==> src/rtl/mmu_fault_status.sv <==
module mmu_fault_status #(
  parameter int VA_W   = 16,
  parameter int PG_W   = 6,
  parameter int MODE_W = 2
) (
  input  logic              clk,
  input  logic              rst_n,
  input  logic              cyc_start,
  input  logic              cyc_done,
  input  logic              cyc_early_end,
  input  logic              cyc_ireg,
  input  logic              acc_write,
  input  logic [VA_W-1:0]   vaddr,
  input  logic [PG_W-1:0]   desc_maxpg,
  input  logic              desc_transp,
  input  logic              perm_rd,
  input  logic              perm_wr,
  input  logic [MODE_W-1:0] cur_mode,
  input  logic [MODE_W-1:0] pc_mode,
  input  logic              ispace,
  input  logic              ifetch,
  input  logic              reg_sel,
  input  logic [1:0]        reg_slot,
  input  logic              reg_wr,
  input  logic              reg_hi_byte,
  input  logic [VA_W-1:0]   reg_wdata,
  output logic              abort,
  output logic              reg_inhibit,
  output logic [VA_W-1:0]   reg_rdata,
  output logic              reg_nxm
);
  localparam int CTL_W = 4;
  localparam int LOW_W = 2 * MODE_W + 1;
  localparam int PAD_W = VA_W - CTL_W - LOW_W;

  logic              map_en, f_len, f_rd, f_wr;
  logic              abort_q, inh_q, isp_q;
  logic [MODE_W-1:0] pcm_q, errm_q;
  logic [VA_W-1:0]   va_q, ia_q;

  wire [PG_W-1:0] vpage = vaddr[VA_W-1 -: PG_W];
  wire any_flag = f_len | f_rd | f_wr;
  wire len_bad  = vpage > desc_maxpg;
  wire rd_bad   = !desc_transp && !acc_write && !perm_rd;
  wire wr_bad   = !desc_transp &&  acc_write && !perm_wr;
  wire checked  = cyc_start && map_en && !cyc_early_end && !cyc_ireg;
  wire hit      = checked && (len_bad || rd_bad || wr_bad);
  wire sel_ok   = reg_sel && !inh_q;
  wire sr0_wr   = sel_ok && reg_wr && reg_hi_byte && (reg_slot == 2'd0);

  always_ff @(posedge clk) begin
    if (!rst_n) begin
      map_en <= 1'b0; f_len <= 1'b0; f_rd <= 1'b0; f_wr <= 1'b0;
      abort_q <= 1'b0; inh_q <= 1'b0; isp_q <= 1'b0;
      pcm_q <= '0; errm_q <= '0; va_q <= '0; ia_q <= '0;
    end else begin
      abort_q <= hit;
      if (hit)           inh_q <= 1'b1;
      else if (cyc_done) inh_q <= 1'b0;
      if (sr0_wr)
        {map_en, f_len, f_rd, f_wr} <= reg_wdata[VA_W-1 -: CTL_W];
      else if (hit && !any_flag) begin
        f_len <= len_bad;
        f_rd  <= rd_bad;
        f_wr  <= wr_bad;
      end
      if (cyc_start && !any_flag) begin
        va_q   <= vaddr;
        errm_q <= cur_mode;
        isp_q  <= ispace;
      end
      if (ifetch && !any_flag) begin
        ia_q  <= vaddr;
        pcm_q <= pc_mode;
      end
    end
  end

  assign abort       = abort_q;
  assign reg_inhibit = inh_q;
  assign reg_nxm     = reg_sel && (reg_slot == 2'd3);

  always_comb begin
    reg_rdata = '0;
    if (sel_ok) begin
      case (reg_slot)
        2'd0:    reg_rdata = {map_en, f_len, f_rd, f_wr, {PAD_W{1'b0}}, pcm_q, isp_q, errm_q};
        2'd1:    reg_rdata = va_q;
        2'd2:    reg_rdata = ia_q;
        default: reg_rdata = '0;
      endcase
    end
  end

  AST_SR1_FROZEN: assert property (@(posedge clk) disable iff (!rst_n)
    $past(any_flag) |-> $stable(va_q) && $stable(errm_q) && $stable(isp_q));
  AST_SR2_FROZEN: assert property (@(posedge clk) disable iff (!rst_n)
    $past(any_flag) |-> $stable(ia_q) && $stable(pcm_q));
  AST_TRANSP_NO_PERM: assert property (@(posedge clk) disable iff (!rst_n)
    $past(cyc_start && desc_transp && !sr0_wr) |-> !$rose(f_rd) && !$rose(f_wr));
  AST_OFF_NO_FLAG: assert property (@(posedge clk) disable iff (!rst_n)
    !$past(map_en) && !$past(sr0_wr) |-> $stable({f_len, f_rd, f_wr}));
  AST_LOW_BYTE_NO_EFFECT: assert property (@(posedge clk) disable iff (!rst_n)
    $past(reg_sel && reg_wr && !reg_hi_byte && !cyc_start) |-> $stable({map_en, f_len, f_rd, f_wr}));
  AST_ABORT_INHIBITS: assert property (@(posedge clk) disable iff (!rst_n)
    abort |-> reg_inhibit && $past(cyc_start));
  AST_INHIBIT_READ_ZERO: assert property (@(posedge clk) disable iff (!rst_n)
    reg_inhibit |-> reg_rdata == '0);
endmodule

==> config.mk <==
export PLATFORM = sky130hd
export DESIGN_NAME = mmu_fault_status
export DESIGN_NICKNAME = d
export VERILOG_FILES = /design/src/rtl/mmu_fault_status.sv
export SDC_FILE = /design/constraint.sdc
export NUM_CORES = 1
export LEC_CHECK = 0
export ABC_AREA = 1
export BUFFER_PORTS_ARGS = -buffer_cell sky130_fd_sc_hd__clkbuf_2
export CORE_MARGIN = 2
export CORE_UTILIZATION = 30
export DETAILED_ROUTE_END_ITERATION = 12
export MAX_ROUTING_LAYER = met4
export PLACE_DENSITY = 0.57
export SLEW_MARGIN = 15
export SYNTH_ARGS = -nofsm -noshare
export SYNTH_HDL_FRONTEND = slang
export SYNTH_SLANG_ARGS = --single-unit
==> constraint.sdc <==
create_clock -name clk -period 2.4 [get_ports clk]
set_input_delay 0.48 -clock clk [delete_from_list [all_inputs] [get_ports clk]]
set_output_delay 0.48 -clock clk [all_outputs]
set_load 0.05 [all_outputs]
==> flow_summary.json, run 1 <==
{
  "outcome": "completed",
  "cts_root_buf": "clkbuf_8",
  "synth.top_cells.by_count": "inv_1, a21oi_1, nand2_1",
  "synth_top_area_cell": "dfxtp_1",
  "ctsHtreeMaxLevel": 2,
  "drt_iter0_drc": 64,
  "rows": 31,
  "start_util_pct": 30.69,
  "synth_area_um2": 2202,
  "ir_drop_mv": 0.3013,
  "synthDistinctLibCells": 28,
  "maxCapViolCount": 0,
  "dp_hpwl_mm": 4.209,
  "slowest_stage": "o221ai_1",
  "rsz0062_at_grt": "false",
  "async_reset_ff_share_pct": 0,
  "dp_cells": 469,
  "fin_crit_sh_pct": 89.72,
  "criticalPathCategory": "input pin to primary output",
  "cts_tree": "built",
  "nNetsFinal": 442,
  "cts_hold_buffers": 0,
  "setup_tns_ps": 0,
  "vias": 2188,
  "grt_max_degree": 32,
  "netlist.area_leader.share_pct": 39.09,
  "pre_cts_ws_ps": 241.1,
  "startpoint": "reg_slot[0]",
  "grt_pass1_wl_mm": 9.294,
  "worstReg2RegStart": "reg_inhibit",
  "worst_slack_ps": 246.7,
  "die-area_um2": 8042,
  "worst_setup_hold_path_clk_slew_ps": 90,
  "ys_seq_area_share_pct": 39.09,
  "clk_latency_ps": 300,
  "ys_ff_latch": 43,
  "finClkSkew_ps": 5.810,
  "cts_sinks": 43,
  "die_w_um": 89.68,
  "hold_start": "vaddr[9]",
  "drc": 0,
  "post-cts-setup-buffers": 0,
  "avgSynthCellArea_um2": 7.036,
  "start_kind": "input pin",
  "syn_to_final_growth_pct": 23.24,
  "grt_use_total_pct": 15.41,
  "dr.pass1.iters": 4,
  "grt_pass1_vias": 1935,
  "power_density_nw_per_um2": 614.4,
  "setup_viol": 0,
  "place.gp.congestion": 0.7900,
  "drt-total-wl_mm": 5.881,
  "core-area_um2": 7176,
  "finalHoldViolCount": 0,
  "yosysWarnings": 0,
  "synth_enable_flop_cells": 0,
  "cp_cell_sequence": "clkbuf_2 > inv_1 > nand2_1 > o221ai_1 > nand2_1 > inv_1 > clkbuf_2",
  "io_buffer_count": 65,
  "synth_area_leaders": "dfxtp_1, a21oi_1, inv_1",
  "synth_nets": 378,
  "syn_inst": 313,
  "hold_class": "input pin to flop",
  "arrival_ps": 1670,
  "postLayoutCoreUtil_pct": 37.82,
  "instances_no_fill": 477,
  "drv_slew": 0,
  "viasPerCell": 4.587,
  "critPathBufInv": 4,
  "n_antenna_cell": 0,
  "ios": 78,
  "numCtsBuffers": 5,
  "antenna_found_initial": 0,
  "wl_per_cell_um": 12.33,
  "ys.flop_type": "dfxtp_1",
  "ant_nets": 0,
  "crit_family": "buffers and inverters",
  "tightest_slew_ps": 502.9,
  "fmax_mhz": 464.4,
  "slew_headroom_pct": 66.26,
  "cp-end-kind": "primary output",
  "critPathMaxFanout": 9,
  "cts_resized": 0,
  "fin_crit_ps": 2153,
  "fp.dieH_um": 89.68,
  "fillerInstances": 799,
  "grt_overflow": 0,
  "drive_above_1_share_pct": 23.81,
  "fin_total_pwr_mw": 1.667,
  "cts.path.max_buffers": 2,
  "synth_most_common_cell": "inv_1",
  "power.leakage_nw": 1.315,
  "slowest_delay_ps": 270,
  "worst-endpoint-required_ps": 1920
}
-- through the flow --
step                      hold slack, ps  area [um^2]
final                              439.7         2714
after global routing               439.5         2714
after global placement             438.1         2601
after floorplan                    427.5         2202
after CTS                          436.2         2714
after detailed placement           443.4         2601
-- path summary, 6_finish.rpt --
path         cells past startpoint  slack (ps)             to
max                              7         250  reg_rdata[12]
min                              3         440        va_q[9]
max reg2reg                      8         910          f_len
min reg2reg                      2         450       ia_q[14]
-- logic make-up (layout without fill, tap and decap cells) --
kind of cell,count (synthesis),after routing,synth area share (%)
and+or+nand+nor,100,100,21.53
AOI/OAI and AO/OA,93,93,22.10
buffers and inverters,71,136,13.86
DFF,43,43,39.09
adders and majority gates,6,6,3.409
-- cells in the final DEF, fill, tap and decap left out, types with 5 or more instances in the layout --
master,instances
ha_1,6
nand2_1,50
inv_1,55
a21oi_1,50
o21ai_1,6
buf_4,5
nor2_1,16
clkbuf_2,65
nand3_1,23
o21ai_0,26
clkbuf_8,5
dfxtp_1,43
o22ai_1,8
-- area by class of cell --
cell class / instances / area [um^2] / area share [%]
clock buffer: 5 / 68.82 / 2.536
clock inverter: 3 / 43.79 / 1.614
inverter: 58 / 217.7 / 8.022
multi-input combinational: 199 / 1036 / 38.17
sequential: 43 / 860.8 / 31.72
tap: 99 / 123.9 / 4.564
timing repair buffer: 70 / 362.8 / 13.37
-- state kept, by name, summed over array words and instances (netlist names) --
name,flops
ia_q,16
va_q,16
errm_q,2
pcm_q,2
abort,1
f_len,1
f_rd,1
f_wr,1
isp_q,1
map_en,1
reg_inhibit,1
-- layer usage --
layer / wire (um) / GRT usage [%]
met2: 2630 / 23.53
met5: 0 / -
met3: 341 / 2.925
met4: 51 / 3.664
met1: 2857 / 21.10
-- worst register-to-register path: stages, from the launching register on --
cell	delay [ps]
dfxtp_1	320
inv_1	90
nand2_2	140
inv_2	210
nand4_4	210
nand3_1	140
o21ai_0	80
a21oi_1	140
nor2_1	60
-- report_power, final --
group	leakage (nW)	switching (mW)	internal, mW
clock network	0.0581	0.267	0.310
logic	0.902	0.205	0.105
registers	0.355	0.0167	0.764
No activity file was read; power rests on OpenSTA's default activity.
==> inputs of run 2 (changes only) <==
Settings changed: ABC_AREA 1 to 0, CTS_BUF_LIST set to sky130_fd_sc_hd__clkbuf_4.
==> run 2 against run 1 <==
Compared with the run above: critical path depth fell by 1; worst setup slack improved by 38 ps; largest power group unchanged; non-clock buffer count rose by 2; first-iteration DRC count rose by 56%; sequential power fell by 1%; critical path type unchanged; synthesized area fell by 0.74%.
==> flow_summary.json, run 2 <==
{
  "multi_input_area_um2": 1209,
  "place.gp.congestion": 0.7795,
  "ant_nets": 0,
  "syn_to_final_growth_pct": 30.57,
  "crit_family": "buffers and inverters",
  "start_kind": "input pin",
  "numCtsBuffers": 5,
  "viasPerCell": 4.640,
  "fillerInstances": 776,
  "power.leakage_nw": 1.269,
  "fin_crit_sh_pct": 88.15,
  "syn_inst": 279,
  "die-area_um2": 7985,
  "cts.path.max_buffers": 2,
  "netlist.area_leader.share_pct": 39.38,
  "grt_overflow": 0,
  "ios": 78,
  "slew_headroom_pct": 49.67,
  "ir_drop_mv": 0.2132,
  "postLayoutCoreUtil_pct": 39.99,
  "finClkSkew_ps": 13.23,
  "drt-total-wl_mm": 5.714,
  "synth_area_um2": 2186,
  "worst-endpoint-required_ps": 1920,
  "nNetsFinal": 404,
  "timing.hold.ws_ps": 325.7,
  "synth_most_common_cell": "nand2_1",
  "wl_per_cell_um": 13.02,
  "synth.top_cells.by_count": "nand2_1, dfxtp_1, a21boi_1",
  "hold_start": "pc_mode[0]",
  "arrival_ps": 1640,
  "cp_cell_sequence": "clkbuf_2 > nor2b_1 > buf_4 > a22oi_1 > nor2_1 > buf_12",
  "yosysWarnings": 0,
  "instances_no_fill": 439,
  "cts_root_buf": "clkbuf_4",
  "cts_resized": 0,
  "synth_area_leaders": "dfxtp_1, nand2_1, a21boi_1",
  "outcome": "completed",
  "synthDistinctLibCells": 32,
  "avgSynthCellArea_um2": 7.835,
  "slowest_stage": "buf_4",
  "async_reset_ff_share_pct": 0,
  "setup_tns_ps": 0,
  "io_buffer_count": 65,
  "antenna_found_initial": 0,
  "dp_hpwl_mm": 3.973,
  "synth_enable_flop_cells": 0,
  "seq_area_um2": 860.8,
  "synth_top_area_cell": "dfxtp_1",
  "clk_latency_ps": 360,
  "slowest_delay_ps": 250,
  "dr.pass1.iters": 4,
  "vias": 2037,
  "reg_top3": "ia_q (16), va_q (16)",
  "setup_viol": 0,
  "rsz0062_at_grt": "false",
  "cts_tree": "built",
  "fmax_mhz": 472.7,
  "fp.dieH_um": 89.36,
  "layout_commonest_cell": "nand2_1",
  "grt_use_total_pct": 15.08,
  "n_antenna_cell": 0,
  "layout_common_cells": "nand2_1, clkbuf_2, dfxtp_1, a21boi_1, nor2_1",
  "ys_seq_area_share_pct": 39.38,
  "tightest_slew_ps": 754.9,
  "drc": 0,
  "startpoint": "reg_slot[0]",
  "die_w_um": 89.36,
  "cp-end-kind": "primary output",
  "worst_setup_hold_path_clk_slew_ps": 130,
  "core-area_um2": 7137,
  "drv_slew": 0,
  "fin_crit_ps": 2115,
  "synth_nets": 344,
  "dp_cells": 431,
  "grt_max_degree": 46,
  "grt_pass1_vias": 1854,
  "finalHoldViolCount": 0,
  "ys.flop_type": "dfxtp_1",
  "grt_pass1_wl_mm": 9.045,
  "cts_sinks": 43,
  "rows": 31,
  "fin_total_pwr_mw": 1.505,
  "drive_above_1_share_pct": 24.71,
  "post-cts-setup-buffers": 0,
  "worstReg2RegStart": "reg_inhibit",
  "start_util_pct": 30.63,
  "ys_ff_latch": 43,
  "cts_hold_buffers": 0,
  "maxCapViolCount": 0,
  "hold_class": "input pin to flop",
  "critPathBufInv": 3,
  "criticalPathCategory": "input pin to primary output",
  "critPathMaxFanout": 16,
  "drt_iter0_drc": 100,
  "power_density_nw_per_um2": 527.2,
  "ctsHtreeMaxLevel": 2
}
==> run 2: final timing paths <==
path	end	slack (ps)	cells past startpoint
hold reg to reg	ia_q[15]	460	2
hold / removal	pcm_q[0]	330	3
setup reg to reg	f_wr	550	4
setup / recovery	reg_rdata[10]	280	6
==> run 2: area by class of cell <==
type / count / share of cell area (%)
clock buffer: 5 / 1.315
clock inverter: 3 / 1.359
sequential: 43 / 30.16
timing repair buffer: 72 / 19.55
inverter: 7 / 0.9206
tap: 99 / 4.340
multi-input combinational: 210 / 42.35
==> run 2: logic make-up (layout without fill, tap and decap cells) <==
group,count (synthesis),after routing,synth area share [%]
AND/OR/NAND/NOR,125,125,24.10
AO/OA/AOI/OAI,67,67,21.81
flip-flops,43,43,39.38
buffers and inverters,26,87,5.323
multiplexers,12,12,5.953
adder cells (fa/ha/maj),6,6,3.434
==> run 2: power by group <==
part	internal [mW]	switching, mW	total [mW]
logic	0.122	0.168	0.290
clock network	0.214	0.230	0.444
registers	0.752	0.0187	0.771
total	1.09	0.416	1.50
==> run 2: stage by stage <==
stage          area (um^2)  setup WS, ps
6_report              2854         284.5
5_1_grt               2854         231.9
4_1_cts               2854         296.3
3_5_place_dp          2778         303.3
3_3_place_gp          2778         305.5
2_1_floorplan         2186         55.67
==> run 2: worst min-delay path: stages <==
cell      delay, ps
clkbuf_2         80
nand2_1          50
a21boi_1         40
==> run 2: metal layers <==
layer	part of all wire (%)	wire (um)	vias up	track usage, %
met2	45	2547	54	22.76
met3	5.8	331	6	2.955
met4	1.3	72	0	4.071
met5	0	0	-	-
li1	-	-	1049	-
met1	48	2762	928	20.57
==> inputs of run 3 (changes only) <==
Settings changed: CORE_MARGIN 2 to not set.
==> run 3 against run 2 <==
Compared with the run above: count of clock-buffer cells in the layout is 1 higher; combinational power is 4% lower; total power is 6.2% lower; first-iteration DRC count is 9.0% higher; worst setup slack worse by 5.1 ps; sequential cell count stayed put; wire length is 1.7% lower; die area is 4.4% lower; maximum frequency is 0.24% lower; via count is 0.39% lower; register-to-register slack better by 20 ps.
==> flow_summary.json, run 3 (synthesized netlist as in run 2, its figures left out) <==
{
  "io_buffer_count": 65,
  "start_kind": "input pin",
  "start_util_pct": 31.65,
  "ios": 78,
  "post-cts-setup-buffers": 0,
  "ir_drop_mv": 0.1826,
  "worstReg2RegStart": "reg_inhibit",
  "power.leakage_nw": 1.235,
  "drv_slew": 0,
  "drc": 0,
  "rr_worst_depth": 4,
  "core-area_um2": 6907,
  "worst-endpoint-required_ps": 1920,
  "setup_tns_ps": 0,
  "ctsHtreeMaxLevel": 2,
  "slew_headroom_pct": 49.08,
  "numCtsBuffers": 5,
  "vias": 2029,
  "nNetsFinal": 403,
  "placed_area_um2": 2691,
  "cts_hold_buffers": 0,
  "wl_per_cell_um": 12.91,
  "die-area_um2": 7632,
  "worst_slack_ps": 279.4,
  "drt_iter0_drc": 109,
  "cts_sinks": 43,
  "ant_nets": 0,
  "fp.dieH_um": 87.36,
  "dp_cells": 427,
  "place.gp.congestion": 0.7448,
  "finalHoldViolCount": 0,
  "finClkSkew_ps": 3.480,
  "clk_latency_ps": 340,
  "rsz0062_at_grt": "false",
  "layout_common_cells": "nand2_1, clkbuf_2, dfxtp_1, a21boi_1, nor2_1",
  "instances_no_fill": 435,
  "dr.pass1.iters": 4,
  "maxCapViolCount": 0,
  "power_density_nw_per_um2": 513.7,
  "fillerInstances": 747,
  "grt_overflow": 0,
  "grt_pass1_vias": 1970,
  "r2r-end": "f_wr",
  "cts.path.max_buffers": 2,
  "drt-total-wl_mm": 5.615,
  "rows": 30,
  "arrival_ps": 1640,
  "fin_crit_sh_pct": 88.36,
  "grt_use_total_pct": 15.87,
  "criticalPathCategory": "input pin to primary output",
  "cts_root_buf": "clkbuf_4",
  "pre_cts_ws_ps": 262.1,
  "grt_pass1_wl_mm": 9.170,
  "reg_top3": "ia_q (16), va_q (16)",
  "outcome": "completed",
  "fin_crit_ps": 2121,
  "postLayoutCoreUtil_pct": 39.80,
  "drive_above_1_share_pct": 24.78,
  "rrSetupSlack_ps": 570,
  "cp-end-kind": "primary output",
  "hold_class": "input pin to flop",
  "setup_viol": 0,
  "endpoint": "reg_rdata[5]",
  "timing.hold.ws_ps": 339.3,
  "stdcell_area_um2": 2749,
  "critPathMaxFanout": 9,
  "viasPerCell": 4.664,
  "fin_total_pwr_mw": 1.412,
  "die_w_um": 87.36,
  "cts_resized": 0,
  "cts_tree": "built",
  "syn_to_final_growth_pct": 25.76,
  "grt_max_degree": 46,
  "startpoint": "reg_slot[1]",
  "antenna_found_initial": 0,
  "dp_hpwl_mm": 4.025,
  "tightest_slew_ps": 763.7,
  "fmax_mhz": 471.6,
  "n_antenna_cell": 0,
  "layout_commonest_cell": "nand2_1",
  "worst_setup_hold_path_clk_slew_ps": 120
}
-- run 3: changes by cell type in the layout (fill, tap and decap cells not counted), sizes merged --
cell      previous run  this run
buf                 19        13
clkinvlp             0         1
clkinv               2         1
bufinv               1         0
clkbuf              58        64
-- run 3: how the worst min path moves through the flow --
stage                      from         to  slack, ps  cells after the start
floorplan             errm_q[0]  errm_q[0]        430                      2
global placement       ia_q[15]   ia_q[15]        440                      2
detailed placement      ia_q[1]    ia_q[1]        450                      2
CTS                 cur_mode[1]  errm_q[1]        320                      3
global route             ispace      isp_q        320                      3
finish              cur_mode[1]  errm_q[1]        340                      3
-- run 3: final cells by class --
type,count,area (um^2),share of cell area (%)
Sequential cell,43,860.8,31.32
Tap cell,96,120.1,4.370
Multi-Input combinational cell,210,1209,43.97
Timing Repair Buffer,71,475.5,17.30
Clock buffer,6,45.04,1.639
Clock inverter,2,12.51,0.4552
Inverter,7,26.28,0.9558
-- run 3: power by group --
group / switching (mW) / total, mW / internal [mW]
Sequential: 0.0191 / 0.771 / 0.752
Clock: 0.238 / 0.363 / 0.125
Combinational: 0.165 / 0.278 / 0.113
-- run 3: routing by layer --
layer | vias to the layer above | global-route usage [%] | share of wire [%]
met1 | 924 | 20.16 | 49
met4 | 0 | 4.322 | 1.2
li1 | 1051 | - | -
met3 | 6 | 2.749 | 3.9
met5 | - | - | 0
met2 | 48 | 25.92 | 45
-- run 3: worst max-delay path: stages --
cell and delay (ps):
clkbuf_2 230, nor2b_1 280, buf_4 210, a22oi_1 70
nor2_1 90, clkbuf_2 280
